## config.mk

```make
export PLATFORM = sky130hd
export DESIGN_NAME = tpm_loc_claim
export DESIGN_NICKNAME = d
export VERILOG_FILES = /design/src/rtl/tpm_loc_claim.sv
export SDC_FILE = /design/constraint.sdc
export NUM_CORES = 1
export LEC_CHECK = 0
export ABC_CLOCK_PERIOD_IN_PS = 2500
export BUFFER_PORTS_ARGS = -buffer_cell sky130_fd_sc_hd__buf_2
export CORE_MARGIN = 4
export CORE_UTILIZATION = 50
export DETAILED_ROUTE_END_ITERATION = 8
export GPL_TIMING_DRIVEN = 0
export PLACE_DENSITY_LB_ADDON = 0.25
export SYNTH_ARGS = -nofsm -noshare
export SYNTH_HDL_FRONTEND = slang
export SYNTH_SLANG_ARGS = --single-unit
```

## constraint.sdc

```tcl
create_clock -name clk -period 2.5 [get_ports clk]
set_input_delay 0.375 -clock clk [delete_from_list [all_inputs] [get_ports clk]]
set_output_delay 0.375 -clock clk [all_outputs]
set_load 0.01 [all_outputs]
```

## src/rtl/tpm_loc_claim.sv

```systemverilog
module tpm_loc_claim #(
  parameter logic [23:0] WIN_BASE = 24'hD40000,
  parameter logic [23:0] ACC_OFS  = 24'h000000,
  parameter logic [23:0] STS_OFS  = 24'h000018,
  parameter logic [23:0] ID_OFS   = 24'h000F00,
  parameter logic [23:0] REV_OFS  = 24'h000F04
) (
  input  logic        clk,
  input  logic        rst_n,
  input  logic        start,
  output logic        req_valid,
  output logic        req_write,
  output logic [23:0] req_addr,
  output logic [6:0]  req_len,
  output logic [7:0]  req_wdata,
  input  logic        rsp_valid,
  input  logic        rsp_err,
  input  logic [31:0] rsp_rdata,
  output logic        busy,
  output logic        done,
  output logic [2:0]  err_code,
  output logic [15:0] vendor_id,
  output logic [15:0] device_id,
  output logic [7:0]  revision
);

  localparam logic [7:0] BIT_VALID  = 8'h80;
  localparam logic [7:0] BIT_ACTIVE = 8'h20;
  localparam logic [7:0] BIT_ASK    = 8'h02;
  localparam logic [7:0] LOW_MASK   = 8'hFE;
  localparam logic [1:0] FAMILY_OK  = 2'b01;

  localparam logic [2:0] E_NONE   = 3'd0;
  localparam logic [2:0] E_ENGINE = 3'd1;
  localparam logic [2:0] E_STATE  = 3'd2;
  localparam logic [2:0] E_CLAIM  = 3'd3;
  localparam logic [2:0] E_FAMILY = 3'd4;

  typedef enum logic [3:0] {
    ST_IDLE, ST_ID, ST_PEEK, ST_DROP, ST_REPEEK,
    ST_ASK, ST_CONFIRM, ST_STS, ST_REV
  } step_t;

  step_t       st;
  logic        pend;
  logic [31:0] id_q;
  logic [7:0]  acc_m;

  assign busy      = (st != ST_IDLE);
  assign req_valid = busy && !pend;
  assign acc_m     = rsp_rdata[7:0] & LOW_MASK;

  always_comb begin
    req_write = 1'b0;
    req_len   = 7'd1;
    req_wdata = 8'h00;
    req_addr  = WIN_BASE + ACC_OFS;
    case (st)
      ST_ID:   begin req_addr = WIN_BASE + ID_OFS;  req_len = 7'd4; end
      ST_STS:  begin req_addr = WIN_BASE + STS_OFS; req_len = 7'd4; end
      ST_REV:  req_addr = WIN_BASE + REV_OFS;
      ST_DROP: begin req_write = 1'b1; req_wdata = BIT_ACTIVE; end
      ST_ASK:  begin req_write = 1'b1; req_wdata = BIT_ASK; end
      default: ;
    endcase
  end

  always_ff @(posedge clk) begin
    if (!rst_n) begin
      st        <= ST_IDLE;
      pend      <= 1'b0;
      done      <= 1'b0;
      err_code  <= E_NONE;
      id_q      <= '0;
      vendor_id <= '0;
      device_id <= '0;
      revision  <= '0;
    end else begin
      done <= 1'b0;
      if (st == ST_IDLE) begin
        pend <= 1'b0;
        if (start) st <= ST_ID;
      end else if (!pend) begin
        pend <= 1'b1;
      end else if (rsp_valid) begin
        pend <= 1'b0;
        if (rsp_err) begin
          st <= ST_IDLE; done <= 1'b1; err_code <= E_ENGINE;
        end else begin
          case (st)
            ST_ID: begin
              id_q <= rsp_rdata;
              st   <= ST_PEEK;
            end
            ST_PEEK: begin
              if ((rsp_rdata[7:0] & BIT_ACTIVE) != 8'h00) st <= ST_DROP;
              else if (acc_m == BIT_VALID) st <= ST_ASK;
              else begin st <= ST_IDLE; done <= 1'b1; err_code <= E_STATE; end
            end
            ST_DROP: st <= ST_REPEEK;
            ST_REPEEK: begin
              if (acc_m == BIT_VALID) st <= ST_ASK;
              else begin st <= ST_IDLE; done <= 1'b1; err_code <= E_STATE; end
            end
            ST_ASK: st <= ST_CONFIRM;
            ST_CONFIRM: begin
              if (acc_m == (BIT_VALID | BIT_ACTIVE)) st <= ST_STS;
              else begin st <= ST_IDLE; done <= 1'b1; err_code <= E_CLAIM; end
            end
            ST_STS: begin
              if (rsp_rdata[27:26] == FAMILY_OK) st <= ST_REV;
              else begin st <= ST_IDLE; done <= 1'b1; err_code <= E_FAMILY; end
            end
            ST_REV: begin
              st        <= ST_IDLE;
              done      <= 1'b1;
              err_code  <= E_NONE;
              vendor_id <= id_q[15:0];
              device_id <= id_q[31:16];
              revision  <= rsp_rdata[7:0];
            end
            default: st <= ST_IDLE;
          endcase
        end
      end
    end
  end

endmodule

```

Yosys cells after proc, flatten, opt, wreduce, memory -nomap -nowiden
Index checks and enable logic that the tools add are counted.

storage, ports and cells
  flip-flop bits (word level) = 81
  bits of input ports = 37
  output and inout port bits = 86
  logic and storage cells = 71

operators by class
  eq/ne operators = 15
  multiplexer cells = 28
  bitwise gates (word level) = 5
  reduce and logical (&&, ||, !) cells = 15

operators with widths
  cell                count
  $pmux 12 s3         1
  $pmux 4 s7          1
  $mux 3              9
  $mux 4              6
  $eq 4x3->1 const B  4
  $pmux 3 s5          1
  $eq 7x7->1 const B  2
  $pmux 6 s2          1
  $reduce_and 5->1    2
  $ne 3x3->1 const B  3
  $eq 4x2->1 const B  2
  $mux 1              8
  $reduce_and 7->1    1
  $reduce_bool 6->1   1
  $reduce_or 2->1     3
  $not 1->1           5
  $pmux 1 s5          1
  $eq 4x1->1 const B  1
  $eq 4x4->1 const B  1
  $logic_not 4->1     1
  $reduce_bool 2->1   2
  $reduce_bool 4->1   1
  $reduce_or 4->1     1
  $reduce_and 3->1    1
  4 further kinds     4

Depth between registers and ports, before layout
Gate-level depths: netlist of run 1.

  word-level depth = 8
  mapped depth = 7
  mapped depth without buffers = 5

Worst setup path before layout of run 1
OpenSTA, ideal clock, no wires.

  kind = flip-flop to output port
  from = register st[3]
  to = output port req_addr[10]
  arrival = 1.395 ns
  data required time = 2.125 ns
  setup slack = 0.730 ns
  stages on the path, launching flop included = 5
  path buffers = 2
  path through = dfxtp_1 -> clkbuf_1 -> xnor2_1 -> nor3_1 -> buf_4

between the ends
  cells in the longest elaborated chain, start to end = 2
  elaborated cells between the ends (all ways) = 4
  those cells by class = eq/ne (3); mux (1)

ends and longest elaborated chain
  item                                line  RTL
  from (decl)                         44    step_t st;
  from (signal assigned)              70    st <= ST_IDLE;
  from (signal assigned)              82    if (start) st <= ST_ID;
  from (signal assigned)              88    st <= ST_IDLE; done <= 1'b1; err_code <= E_ENGINE;
  $eq 4x4->1 (tied with other cells)  58    case (st)
  $pmux 12 s3 (*)                     58
  to (decl)                           13    output logic [23:0] req_addr,

Every way passes the cells marked *; elsewhere a longest branch is shown, timed or not.

Final worst setup path of run 1
  from = register st[3]
  to = output port req_addr[11]

The elaborated chain is that of the path after synthesis.

==> results of run 1 <==
## through the flow
| stage | power [W] | hold WS, ns |
|---|---|---|
| global placement | 0.001505 | 0.4368 |
| detailed placement | 0.001506 | 0.4442 |
| floorplan | 0.001446 | 0.4310 |
| CTS | 0.002578 | 0.2160 |
| global route | 0.002666 | 0.2277 |
| finish | 0.002568 | 0.2277 |
## cell families after synthesis
logic type | Yosys count | share of synthesized area, %
flops | 81 | 44.95
buf+inv | 66 | 11.10
compound gates | 91 | 18.52
xor+xnor | 1 | 0.2428
mux | 4 | 1.110
simple gates | 198 | 23.86
other cells | 2 | 0.2082
## worst max-delay path: cells and delay by family, from the launching register on
family	cells	cell delay, ns
XOR/XNOR	1	0.11
buffers and inverters	3	0.69
flip-flops	1	0.41
AND/OR/NAND/NOR	1	0.32
## metal layers
metal	vias up	wire (µm)
met5	-	0
met4	0	195
met3	19	469
met2	94	3970
met1	1428	3917
li1	1633	-
## cells in the final DEF, fill, tap and decap left out, types with 2 or more instances in the layout
cell type | synthesis | final
clkbuf_1 | 17 | 18
nand2_1 | 155 | 155
mux2i_1 | 4 | 4
clkbuf_8 | 0 | 11
nand2b_1 | 8 | 8
nor4_1 | 2 | 2
bufinv_16 | 0 | 2
buf_2 | 7 | 99
a21oi_1 | 3 | 3
o21ai_0 | 5 | 5
nand3_1 | 2 | 2
inv_1 | 4 | 4
nor2_1 | 9 | 9
conb_1 | 2 | 28
buf_4 | 36 | 36
dfxtp_1 | 81 | 81
nor2b_1 | 4 | 4
nor3_1 | 6 | 6
a21boi_0 | 63 | 63
a21boi_1 | 11 | 11
## where the power goes
| group | total, W | internal (W) | switching (W) |
|---|---|---|---|
| logic | 0.000184 | 0.0000906 | 0.0000932 |
| clock network | 0.00109 | 0.000620 | 0.000470 |
| registers | 0.00129 | 0.00129 | 0.00000304 |
## registers in the layout, indices dropped and copies added, names as in the netlist
signal	flops
st	4
id_q	32
vendor_id	16
done	1
pend	1
device_id	16
err_code	3
revision	8
## cell type report
type,count,share of cell area [%]
repair buffers,92,10.20
plain buffers,62,8.537
multi-input cells,322,37.28
clock buffers,12,3.437
clock inverters,4,1.635
inverters,4,0.3326
flip-flops and latches,81,35.92
well taps,96,2.661
## final timing paths
path,from,endpoint,cells past startpoint
hold / removal,rsp_valid,pend$_SDFF_PP0_,2
hold reg to reg,vendor_id[13]$_SDFFE_PN0P_,vendor_id[13]$_SDFFE_PN0P_,2
setup / recovery,st[3]$_SDFFE_PN0P_,req_addr[11],5
setup reg to reg,st[0]$_SDFFE_PN0P_,err_code[1]$_SDFFE_PN0P_,5
## cell usage after synthesis (2+ instances only)
| cell | instances | area [µm²] |
|---|---|---|
| inv_1 | 4 | 15.01 |
| mux2i_1 | 4 | 40.04 |
| nand2_1 | 155 | 581.8 |
| nor2_1 | 9 | 33.78 |
| dfxtp_1 | 81 | 1622 |
| nor3_1 | 6 | 30.03 |
| a21boi_0 | 63 | 473.0 |
| clkbuf_1 | 17 | 63.81 |
| o21ai_0 | 5 | 25.02 |
| nor2b_1 | 4 | 25.02 |
| buf_4 | 36 | 270.3 |
| nand3_1 | 2 | 10.01 |
| a21boi_1 | 11 | 82.58 |
| a21oi_1 | 3 | 15.01 |
| conb_1 | 2 | 7.510 |
| nor4_1 | 2 | 12.51 |
| nand2b_1 | 8 | 50.05 |
| buf_2 | 7 | 35.03 |
==> run metrics, run 1 <==
Min-Delay Path Class input port to flop; Slew HR about 56%; dpl hpwl approximately 6500 µm; I/O pin cnt between 100 and 150; WP data arrival approximately 1.9 ns; first-pass GRT wire length 13900 µm; CTS max path bufs 2; Fmax achieved roughly 0.44 GHz; r2r setup slk 0.78 ns; initial antenna violation count 0; Tcrit/Tclk final 90.37%; ys async rst share 0%; CP endpoint kind output port; Sequential Area about 1600 µm²; Starting Density between 50% and 60%; busiest grt layer met2; Synth Flop Type dfxtp_1; footprint of the multi-input gates roughly 1700 µm²; CTS resizes 0; final critical-path required period about 2.3 ns; Finished Cell Area around 4500 µm²; input/output buffers 92; endpoints failing setup 0; setup TNS 0 ns; Routed WL per cell around 13 µm; Core Footprint around 7000 µm²; Max Slew Vio Count 0; sequential fraction of the synthesis area ~45%; number of synthesized flops with an enable pin 0; largest net degree at the start of global routing 14; Placed Instance Area 4285 µm²; Post-CTS Hold Buffers 0; Crit Path Category flop to output port; Hold Vio Cnt, Final 0; Worst path slowest cell dfxtp_1; startpoint types flop; antenna cell count 0; P_leak 1.967 nW; filler instances 650; clock skew 0.005955 ns; placed insts 657; CTS H-tree depth 3; Cell Pwr Density between 500 and 600 nW/µm²; final std cells w/o fill ~670; Num CTS Buffers 9; critical path cell sequence clkbuf_1, xnor2_1, nor3_1, buf_4, buf_2; Crit Path Max Fanout 10; Initial DRT Pass Iterations 4; height of the die between 90 and 100 µm; met2 GRT Util 32.63%; drt drc 0; clock slew seen by the registers of the worst setup and hold paths about 0.080 ns; # Max-Cap Violations 0; DR iter-0 viols 95; outcome finished, final reports clean; Antenna Violating Nets Remaining 0; pre-CTS setup slack between 0.6 and 0.7 ns; number of global-route vias before repair about 2.9k; clock sink count 81; share of cells above drive strength 1 between 20% and 30%; CTS tree built; root buffer cell clkbuf_8; #FFs+latches synth between 80 and 90; Via Count 3174; nets 609; Synth cell types 42; Syn Std Cell Area roughly 3600 µm²; RSZ-0062 raised after global routing no; Avg Cell Area, Syn roughly 8 µm²; Crit path required time approximately 2.1 ns; Total GRT Usage between 20 and 25%; Syn Inst Count about 440; row count 30; vias per cell 4.716; synth warn 0; peak supply drop roughly 250 µV; Die Wd 92.94 µm; Clk Latency, worst-skew pair approximately 0.35 ns; gpl congestion approximately 0.9; final worst slack roughly 0.24 ns; GRT Residual Overflow 0; DIE AREA between 8000 and 9000 µm²; post-CTS setup buffers 0; max incr delay on CP around 0.41 ns; Global Route met3 Usage 4.305%; routed wire length 8552 µm; grt met1 use between 20% and 30%; slew at the pin closest to its max-slew limit ~0.66 ns; Area Overhead vs Synth 25.15%; fin util 65.36%
(Power assumes the default switching activity.)
==> run 2, diff against run 1 <==
--- a/config.mk
+++ b/config.mk
@@ -5,6 +5,7 @@
 export SDC_FILE = /design/constraint.sdc
 export NUM_CORES = 1
 export LEC_CHECK = 0
+export ABC_AREA = 1
 export ABC_CLOCK_PERIOD_IN_PS = 2500
 export BUFFER_PORTS_ARGS = -buffer_cell sky130_fd_sc_hd__buf_2
 export CORE_MARGIN = 4
==> run 2 against run 1 <==
  * Synthesized area down 6.0%
  * Routed wire length about the same
  * Sequential power about the same
  * Flip-flop and latch count unchanged
  * Utilization up 0.097 points
  * First-iteration DRC count up 33%
  * Setup slack better by 0.28 ns
  * Clock skew up 0.00068 ns
  * Clock power down 20%
  * Count of clock-buffer cells in the layout unchanged
  * Global-route usage up 0.92 points
  * Critical path type is now flop to flop
  * Critical endpoint is now id_q[25]$_SDFFE_PN0P_
  * Largest cell class is now sequential cells
==> run metrics, run 2 <==
outcome finished, final reports clean; slew at the pin closest to its max-slew limit between 0.5 and 0.6 ns; min-delay src rsp_rdata[13]; #FFs+latches synth roughly 80; setup TNS 0 ns; GRT Residual Overflow 0; I/O pin cnt about 120; filler instances ~600; Clk Latency, worst-skew pair ~0.34 ns; drt drc 0; Post-CTS Hold Buffers 0; wl on met1 approximately 3700 µm; post-CTS setup buffers 0; commonest non-fill, non-tap cell in the layout nor2_1; Total GRT Usage a little over a fifth; dpl hpwl between 6000 and 7000 µm; most numerous cell in the Yosys netlist nor2_1; RR Endpoint id_q[25]$_SDFFE_PN0P_; vias per cell approximately 4.8; Synth Area in Compound Gates a little over an eighth; adder-cell share of the synthesized area 0%; CTS tree built; CTS max path bufs 2; initial antenna violation count 0; clock slew seen by the registers of the worst setup and hold paths about 0.08 ns; largest family of logic cells by synthesized area simple AND/OR/NAND/NOR gates; Syn Inst Count roughly 460; sequential fraction of the synthesis area roughly 48%; clock skew 0.006639 ns; Crit path required time between 2 and 3 ns; DIE AREA around 8200 µm²; r2r setup slk ~0.52 ns; routed wire length between 8000 and 9000 µm; R2R Path Start st[0]$_SDFFE_PN0P_; Area contributors post-synth dfxtp_1, nor2_1, o21ai_0; clock sink count between 80 and 90; max incr delay on CP around 0.45 ns; Cell Pwr Density between 500 and 600 nW/µm²; number of synthesized flops with an enable pin 0; Core Footprint between 6000 and 7000 µm²; CP endpoint kind flop; root buffer cell clkbuf_8; DR iter-0 viols 126; Fmax achieved approximately 0.51 GHz; input/output buffers 93; critical path cell sequence nor2_1, nand2_2, inv_2, nor2_4, inv_2, nor3_4, inv_2, buf_6, buf_6, nor2_1, nor2_1; Crit Path Max Fanout 10; row count 29; synth warn 0; number of global-route vias before repair slightly above 3k; top routing layer in use met4; nets 631; Starting Density a little over half; Slew HR 65.78%; Antenna Violating Nets Remaining 0; # Max-Cap Violations 0; Routed WL per cell 12.69 µm; startpoint types flop; mux cell area share after synthesis 0%; Tcrit/Tclk final between 70 and 80%; P_leak approximately 2.3 nW; Num CTS Buffers 9; Crit Path Category flop to flop; simple-gate share of the synthesized area between 20% and 30%; Synth Flop Type dfxtp_1; RSZ-0062 raised after global routing no; CTS H-tree depth 3; ys async rst share 0%; Yosys top cell area share between 40 and 50%; endpoints failing setup 0; Min-Delay Path Class input port to flop; antenna cell count 0; peak supply drop roughly 400 µV; Hold Vio Cnt, Final 0; gpl congestion between 0.8 and 0.9; most frequent cells in the layout nor2_1, buf_2, dfxtp_1; Cells on Worst Hold Path 3; Die Wd 90.34 µm; CTS resizes 0; Post-synth top cells nor2_1, dfxtp_1, o21ai_0; Via Count between 3k and 4k; height of the die 90.34 µm; Syn Std Cell Area around 3400 µm²; met3 wire length 552 µm; met2 WL around 4100 µm; Synth cell types 22; Finished Cell Area between 4000 and 5000 µm²; Area Overhead vs Synth 24.73%; WP data arrival roughly 2.2 ns; largest area contributor in the synthesized netlist dfxtp_1; Placed Instance Area about 4000 µm²; largest net degree at the start of global routing 13; Top reg by flops id_q; Worst path slowest cell dfxtp_1; FF-to-FF path depth 11; final critical-path required period a little under 2 ns; Max Slew Vio Count 0; Hold Path End id_q[13]$_SDFFE_PN0P_; Synth Area in XOR/XNOR 0%; Avg Cell Area, Syn about 7.3 µm²; share of cells above drive strength 1 about a quarter; largest registers id_q: 32 flops, device_id: 16 flops, vendor_id: 16 flops; Initial DRT Pass Iterations 4; max reg flops 32; first-pass GRT wire length ~14000 µm
run 2: layout make-up:
class,count,area (µm²),share of cell area [%]
Buffer,54,359.1,8.494
Clock buffer,12,165.2,3.906
Clock inverter,2,13.76,0.3255
Inverter,24,90.09,2.131
Multi-Input combinational cell,331,1416,33.50
Sequential cell,81,1622,38.35
Tap cell,77,96.34,2.279
Timing Repair Buffer,93,465.4,11.01
run 2: layer usage:
layer	vias to the layer above	track usage (%)
met1	1466	24.71
met4	0	9.056
met3	16	6.417
met2	92	35.91
met5	-	0
li1	1668	-
run 2: critical path: cells and delay by family, from the launching register on:
kind                   cells  cell delay, ns
and+or+nand+nor            6            0.90
buffers and inverters      5            0.51
DFF                        1            0.45
run 2: cells by family after synthesis:
family | count (synthesis)
AND/OR/NAND/NOR | 212
AO/OA/AOI/OAI | 91
flip-flops | 81
other | 2
buffers and inverters | 78
run 2: report_power, final:
part | leakage, nW | switching, W | internal [W]
Sequential | 0.653 | 0.00000453 | 0.00129
Combinational | 1.59 | 0.0000998 | 0.0000798
Clock | 0.0943 | 0.000438 | 0.000432
run 2: how the worst max path moves through the flow:
stage / startpoint / to / slack (ns) / cells past startpoint
after floorplan: st[1]$_SDFFE_PN0P_ / device_id[10]$_SDFFE_PN0P_ / 0.87 / 10
after global routing: st[0]$_SDFFE_PN0P_ / id_q[29]$_SDFFE_PN0P_ / 0.34 / 11
after CTS: st[0]$_SDFFE_PN0P_ / id_q[19]$_SDFFE_PN0P_ / 0.50 / 10
after global placement: st[0]$_SDFFE_PN0P_ / id_q[15]$_SDFFE_PN0P_ / 0.58 / 10
after detailed placement: st[0]$_SDFFE_PN0P_ / id_q[25]$_SDFFE_PN0P_ / 0.53 / 11
final: st[0]$_SDFFE_PN0P_ / id_q[25]$_SDFFE_PN0P_ / 0.52 / 11
run 2: metrics by stage:
step	worst slack [ns]	instances	util, %	hold WS, ns	power (W)
after floorplan	0.8703	490	-	0.4490	0.001444
after global placement	0.5823	660	62.69	0.4605	0.001504
after detailed placement	0.5260	660	62.69	0.4652	0.001506
after CTS	0.5047	674	65.46	0.2355	0.002366
after global routing	0.3383	674	65.46	0.2478	0.002444
final	0.5199	674	65.46	0.2469	0.002348
